File: src/rtl/can_acf_pkg.sv
package can_acf_pkg;
    localparam int NUM_SLOTS  = 16;
    localparam int SHARED_CNT = 14;
    localparam int SLOT_A     = 14;
    localparam int SLOT_B     = 15;
    localparam int STD_W      = 11;
    localparam int EXT_W      = 18;
    localparam int ID_W       = STD_W + EXT_W;
    localparam int IDX_W      = $clog2(NUM_SLOTS);

    typedef logic [ID_W-1:0]      id_t;
    typedef logic [IDX_W-1:0]     idx_t;
    typedef logic [NUM_SLOTS-1:0] slot_vec_t;

    typedef enum logic [1:0] {
        SEL_GROUP = 2'd0,
        SEL_A     = 2'd1,
        SEL_B     = 2'd2,
        SEL_NONE  = 2'd3
    } mask_sel_e;

    typedef struct packed {
        logic      any;
        idx_t      idx;
        slot_vec_t onehot;
    } pick_t;

    localparam id_t STD_ONLY = {{STD_W{1'b1}}, {EXT_W{1'b0}}};

    function automatic logic id_match(id_t rx, id_t prog, id_t mask, logic ext);
        id_t diff;
        diff = (rx ^ prog) & mask;
        if (!ext) diff = diff & STD_ONLY;
        return diff == '0;
    endfunction
endpackage

File: src/rtl/can_acf_mask_bank.sv
module can_acf_mask_bank
    import can_acf_pkg::*;
(
    input  logic      clk,
    input  logic      rst,
    input  logic      wr_en,
    input  logic [1:0] wr_sel,
    input  id_t       wr_data,
    input  slot_vec_t slot_req,
    output id_t       mask_g,
    output id_t       mask_a,
    output id_t       mask_b,
    output logic      wr_err
);
    mask_sel_e sel;
    logic busy_g, busy_a, busy_b, refuse;

    always_comb begin
        sel    = mask_sel_e'(wr_sel);
        busy_g = |slot_req[SHARED_CNT-1:0];
        busy_a = slot_req[SLOT_A];
        busy_b = slot_req[SLOT_B];
        unique case (sel)
            SEL_GROUP: refuse = busy_g;
            SEL_A:     refuse = busy_a;
            SEL_B:     refuse = busy_b;
            default:   refuse = 1'b1;
        endcase
    end

    always_ff @(posedge clk) begin
        if (rst) begin
            mask_g <= '1;
            mask_a <= '1;
            mask_b <= '1;
            wr_err <= 1'b0;
        end else begin
            wr_err <= wr_en && refuse;
            if (wr_en && !refuse) begin
                if (sel == SEL_GROUP) mask_g <= wr_data;
                if (sel == SEL_A)     mask_a <= wr_data;
                if (sel == SEL_B)     mask_b <= wr_data;
            end
        end
    end

    assert_group_locked_R8: assert property (@(posedge clk) disable iff (rst)
        (wr_en && wr_sel == 2'd0 && |slot_req[SHARED_CNT-1:0]) |=> ($stable(mask_g) && wr_err));
    assert_a_locked_R8: assert property (@(posedge clk) disable iff (rst)
        (wr_en && wr_sel == 2'd1 && slot_req[SLOT_A]) |=> ($stable(mask_a) && wr_err));
    assert_b_locked_R8: assert property (@(posedge clk) disable iff (rst)
        (wr_en && wr_sel == 2'd2 && slot_req[SLOT_B]) |=> ($stable(mask_b) && wr_err));
    assert_no_write_stable_R8: assert property (@(posedge clk) disable iff (rst)
        !wr_en |=> ($stable(mask_g) && $stable(mask_a) && $stable(mask_b) && !wr_err));
endmodule

File: src/rtl/can_acf_slot_cmp.sv
module can_acf_slot_cmp
    import can_acf_pkg::*;
(
    input  id_t                       frame_id,
    input  logic                      frame_ext,
    input  logic [NUM_SLOTS*ID_W-1:0] slot_ids,
    input  slot_vec_t                 slot_ext,
    input  slot_vec_t                 slot_req,
    input  id_t                       mask_g,
    input  id_t                       mask_a,
    input  id_t                       mask_b,
    output slot_vec_t                 match
);
    for (genvar j = 0; j < NUM_SLOTS; j++) begin : g_slot
        id_t slot_mask;
        if (j < SHARED_CNT) begin : g_grp
            assign slot_mask = mask_g;
        end else if (j == SLOT_A) begin : g_a
            assign slot_mask = mask_a;
        end else begin : g_b
            assign slot_mask = mask_b;
        end
        assign match[j] = slot_req[j] && (slot_ext[j] == frame_ext)
                       && id_match(frame_id, slot_ids[j*ID_W +: ID_W], slot_mask, frame_ext);
    end
endmodule

File: src/rtl/can_acf_prio.sv
module can_acf_prio
    import can_acf_pkg::*;
(
    input  slot_vec_t match,
    output pick_t     pick
);
    always_comb begin
        pick = '0;
        for (int j = NUM_SLOTS - 1; j >= 0; j--) begin
            if (match[j]) begin
                pick.any    = 1'b1;
                pick.idx    = idx_t'(j);
                pick.onehot = slot_vec_t'(1) << j;
            end
        end
    end

    always_comb begin
        if (match != '0) begin
            assert_lowest_R5: assert (match[pick.idx] && ((match & (pick.onehot - 1'b1)) == '0));
        end
    end
endmodule

File: src/rtl/can_acf_top.sv
module can_acf_top
    import can_acf_pkg::*;
(
    input  logic                      clk,
    input  logic                      rst,
    input  logic                      frame_valid,
    input  logic [ID_W-1:0]           frame_id,
    input  logic                      frame_ext,
    input  logic [NUM_SLOTS*ID_W-1:0] slot_ids,
    input  logic [NUM_SLOTS-1:0]      slot_ext,
    input  logic [NUM_SLOTS-1:0]      slot_req,
    input  logic                      mask_wr_en,
    input  logic [1:0]                mask_wr_sel,
    input  logic [ID_W-1:0]           mask_wr_data,
    output logic [NUM_SLOTS-1:0]      hit_onehot,
    output logic [IDX_W-1:0]          hit_idx,
    output logic                      store,
    output logic                      ignore,
    output logic                      mask_err
);
    id_t       mask_g, mask_a, mask_b;
    slot_vec_t match;
    pick_t     pick;

    can_acf_mask_bank u_masks (
        .clk(clk), .rst(rst), .wr_en(mask_wr_en), .wr_sel(mask_wr_sel),
        .wr_data(mask_wr_data), .slot_req(slot_req),
        .mask_g(mask_g), .mask_a(mask_a), .mask_b(mask_b), .wr_err(mask_err)
    );

    can_acf_slot_cmp u_cmp (
        .frame_id(frame_id), .frame_ext(frame_ext), .slot_ids(slot_ids),
        .slot_ext(slot_ext), .slot_req(slot_req),
        .mask_g(mask_g), .mask_a(mask_a), .mask_b(mask_b), .match(match)
    );

    can_acf_prio u_prio (.match(match), .pick(pick));

    always_ff @(posedge clk) begin
        if (rst) begin
            hit_onehot <= '0;
            hit_idx    <= '0;
            store      <= 1'b0;
            ignore     <= 1'b0;
        end else begin
            hit_onehot <= frame_valid ? pick.onehot : '0;
            hit_idx    <= (frame_valid && pick.any) ? pick.idx : '0;
            store      <= frame_valid && pick.any;
            ignore     <= frame_valid && !pick.any;
        end
    end

    assert_onehot_R5: assert property (@(posedge clk) disable iff (rst)
        $onehot0(hit_onehot));
    assert_idx_agrees_R5: assert property (@(posedge clk) disable iff (rst)
        store |-> hit_onehot[hit_idx]);
    assert_ignore_clean_R6: assert property (@(posedge clk) disable iff (rst)
        ignore |-> (!store && hit_onehot == '0 && hit_idx == '0));
    assert_answer_R7: assert property (@(posedge clk) disable iff (rst)
        frame_valid |=> (store != ignore));
    assert_quiet_R7: assert property (@(posedge clk) disable iff (rst)
        !frame_valid |=> (!store && !ignore && hit_onehot == '0));
endmodule

File: config.mk
export PLATFORM = sky130hd
export DESIGN_NAME = can_acf_top
export DESIGN_NICKNAME = d
export VERILOG_FILES = /design/src/rtl/can_acf_pkg.sv /design/src/rtl/can_acf_mask_bank.sv /design/src/rtl/can_acf_slot_cmp.sv /design/src/rtl/can_acf_prio.sv /design/src/rtl/can_acf_top.sv
export SDC_FILE = /design/constraint.sdc
export NUM_CORES = 1
export LEC_CHECK = 0
export ABC_AREA = 0
export CORE_AREA = 2 2 230 232
export CTS_CLUSTER_DIAMETER = 200
export CTS_CLUSTER_SIZE = 28
export DETAILED_ROUTE_END_ITERATION = 7
export DIE_AREA = 0 0 232 234
export DONT_BUFFER_PORTS = 1
export GPL_TIMING_DRIVEN = 1
export PLACE_DENSITY_LB_ADDON = 0.1
export SETUP_SLACK_MARGIN = 0.5
export SLEW_MARGIN = 5
export SYNTH_ARGS = -nofsm -noshare
export SYNTH_HDL_FRONTEND = slang
export SYNTH_SLANG_ARGS = --single-unit
File: constraint.sdc
create_clock -name clk -period 2.6 [get_ports clk]
set_input_delay 0.13 -clock clk [delete_from_list [all_inputs] [get_ports clk]]
set_output_delay 0.13 -clock clk [all_outputs]
set_load 0.05 [all_outputs]
==> flow_summary.yaml <==
status:
  status: "finished, final reports clean"
yosys:
  synth_seq_area_share_pct: 19.17
  synth_ff_type: "dfxtp_1"
  ys_ff_latch: 110
  yosysWarnings: 0
  async_flop_share_pct: 0
  synth_top_area_share_pct: 35.37
  syn_inst: 1318
  synth.most_common_cell: "xor2_1"
  synthTopCellsByArea: "xor2_1 (35%), dfxtp_1 (19%), a22oi_1 (9.7%), a211o_1 (4.6%), nor2b_1 (3.3%)"
  synth_area_per_cell_sq_um: 8.718
  synth_edf_count: 0
  synth.net_count: 1879
  synth_area_sq_um: 11490
  netlist-cell-type-count: 58
  synth_common_cells: "xor2_1 (464), a22oi_1 (149), dfxtp_1 (110), nand2_1 (95), a211o_1 (61)"
  synth_top_area_cell: "xor2_1"
clock_network:
  clockBufferDepth: 2
  cts_buffers: 9
  clock_latency_ns: 0.40
  tritoncts: "yes"
  clk_pin_slew_ns: 0.10
  cts-root-buf: "clkbuf_16"
  htreeDepth: 3
  clock-sinks: 110
die:
  rows: 84
  start_util_pct: 22.09
  fp.dieW_um: 232
  die_h_um: 234
  ios: 584
  dieArea_sq_um: 54290
  design.core.area_sq_um: 52020
run:
  drv_cap: 0
global_routing:
  grt_max_degree: 86
  track_usage_pct: 24.74
  grt_pass1_wl_um: 92910
  antenna_found_initial: 0
  grt-ovfl-total: 0
  grt_pass1_vias: 11480
worst_setup_path:
  path_cells: "a22o_1 -> a221oi_2 -> buf_4 -> nand4_1 -> buf_4 -> a211o_4 -> or2b_4 -> o2111a_1 -> o31ai_2"
  cp_top_family: "compound AO/OA/AOI/OAI gates"
  cp.required_ns: 2.90
  setup.worst_path.end_class: "flop"
  r2r_setup_slack_ns: 0.11
  critPathKind: "flop to flop"
  slowest_stage: "dfxtp_4"
  critPathLaunchType: "flop"
  max_stage_delay_ns: 0.38
  crit_buf_inv: 2
  cp.arrival_ns: 2.79
  cp_common_cell: "buf_4"
  crit_path_max_fanout: 6
placed_design:
  port_buffers: 0
  place_congestion: 0.8884
  hpwl_um: 56530
  place_inst: 1988
final_layout:
  fin_cells: 2065
  synthToLayoutAreaGrowth_pct: 20.33
  final_layout_size_suffix_gt1_share_pct: 18.75
  final_core_util_pct: 26.58
  nNetsFinal: 1932
routing:
  post-route-drc-count: 0
  avgRoutedWirePerCell_um: 33.92
  vias_per_cell: 5.207
  ant_nets: 0
  vias: 10750
  first_iter_violations: 550
  dr.pass1.iters: 5
  wirelength_um: 70050
timing:
  rsz0062_at_grt: "yes"
  holdWs_ns: 0.01930
  fin_skew_ns: 0.02139
  hold_viol: 0
  tightest_slew_ns: 0.5950
  relSlewSlack_pct: 60.24
  period_needed_ns: 2.491
  fmax_mhz: 401.5
  slew_violations: 0
  setup_violations: 0
  fin_crit_sh_pct: 95.81
power:
  swShare_pct: 32.71
  p_comb_share_pct: 28.7
  pwr-share-seq_pct: 38.3
  power_density_nw_per_um2: 325.5
  p_clk_share_pct: 32.9
  p_int_mw: 3.028
  ir_drop_v: 0.0002751
  p_switching_mw: 1.472
  leakage_nw: 5.380
worst_hold_path:
  min-delay-path-class: "input port to flop"
-- cell type report --
type	count	area (sq um)
Multi-Input combinational cell	1087	8869
Clock buffer	9	225.2
Inverter	2	7.507
Tap cell	688	860.8
Antenna cell	1	2.502
Clock inverter	7	75.07
Fill cell	5655	38200
Sequential cell	110	2267
Timing Repair Buffer	161	1519
-- layer usage --
layer	part of all wire [%]	up-vias	track usage [%]
met5	0	-	0
met4	2.8	0	7.712
met3	6.8	82	5.703
met2	52	547	46.68
met1	39	5334	27.25
li1	-	4789	-
-- what timing repair did --
| item | CTS | global route |
|---|---|---|
| cloned | 0 | 0 |
| setup endpoints to repair | 22 | 21 |
| pin swaps | 39 | 16 |
| resized for setup | 131 | 11 |
| hold buffers | 35 | 0 |
| buffers inserted | 22 | 3 |
| endpoints found under the hold margin | 88 | 0 |
-- cell families after synthesis --
family / after synthesis / synth area share, %
AO/OA/AOI/OAI: 313 / 22.70
XOR/XNOR: 480 / 36.59
buffers and inverters: 121 / 7.285
flip-flops: 110 / 19.17
AND/OR/NAND/NOR: 294 / 14.25
-- placed cells by master, fill, tap and decap left out, types with 5 or more instances in the layout --
master | netlist | layout
nand3_1 | 11 | 9
and3_1 | 10 | 9
a211o_1 | 61 | 61
buf_4 | 12 | 96
a221oi_1 | 30 | 13
dlygate4sd3_1 | 0 | 34
xor2_1 | 464 | 464
buf_6 | 27 | 16
nand2_2 | 2 | 5
buf_12 | 2 | 8
nand4_1 | 43 | 43
xnor2_1 | 16 | 16
a22oi_1 | 149 | 140
a22oi_2 | 0 | 9
a22o_1 | 36 | 36
a221oi_2 | 9 | 25
nor2b_1 | 60 | 60
clkbuf_16 | 0 | 9
buf_8 | 2 | 6
dfxtp_1 | 110 | 88
dfxtp_4 | 0 | 15
nand3b_1 | 29 | 29
nand2_1 | 95 | 89
dfxtp_2 | 0 | 7
nor2_1 | 12 | 6
-- final timing paths --
path                 startpoint            endpoint  depth (start not counted)
min                 frame_valid               store                          2
max reg2reg   u_masks.mask_g[5]          hit_idx[0]                          9
max           u_masks.mask_g[5]          hit_idx[0]                          9
min reg2reg  u_masks.mask_b[15]  u_masks.mask_b[15]                          2
-- worst register-to-register path, delay by kind of cell, from the launching register on --
| kind | cells | cell delay (ns) |
|---|---|---|
| buffers and inverters | 2 | 0.41 |
| AOI/OAI and AO/OA | 5 | 1.17 |
| DFF | 1 | 0.38 |
| and+or+nand+nor | 2 | 0.43 |
-- power by group through the flow --
stage	clock (mW)	combinational, mW	sequential (mW)
6_report	1.48	1.29	1.73
5_1_grt	1.60	1.40	1.73
4_1_cts	1.56	1.29	1.73
3_5_place_dp	0	1.13	1.78
3_3_place_gp	0	1.15	1.78
2_1_floorplan	0	1.04	1.77
-- state kept, by name, indices dropped and copies added, names as in the netlist --
register and flops:
store 1, ignore 1, hit_idx 4, hit_onehot 16
u_masks.mask_b 29, u_masks.mask_g 29, u_masks.wr_err 1, u_masks.mask_a 29
-- per-stage QoR --
step | TNS, ns | worst slack (ns) | power (mW) | cell area, sq um
CTS | 0 | 0.1168 | 4.571 | 13750
floorplan | 0 | 0.5043 | 2.819 | 11500
global route | 0 | 0.02937 | 4.728 | 13820
finish | 0 | 0.1091 | 4.500 | 13830
detailed placement | -6.437 | -0.3725 | 2.908 | 12340
global placement | -4.794 | -0.3265 | 2.927 | 12340
No activity file was read; power rests on OpenSTA's default activity.
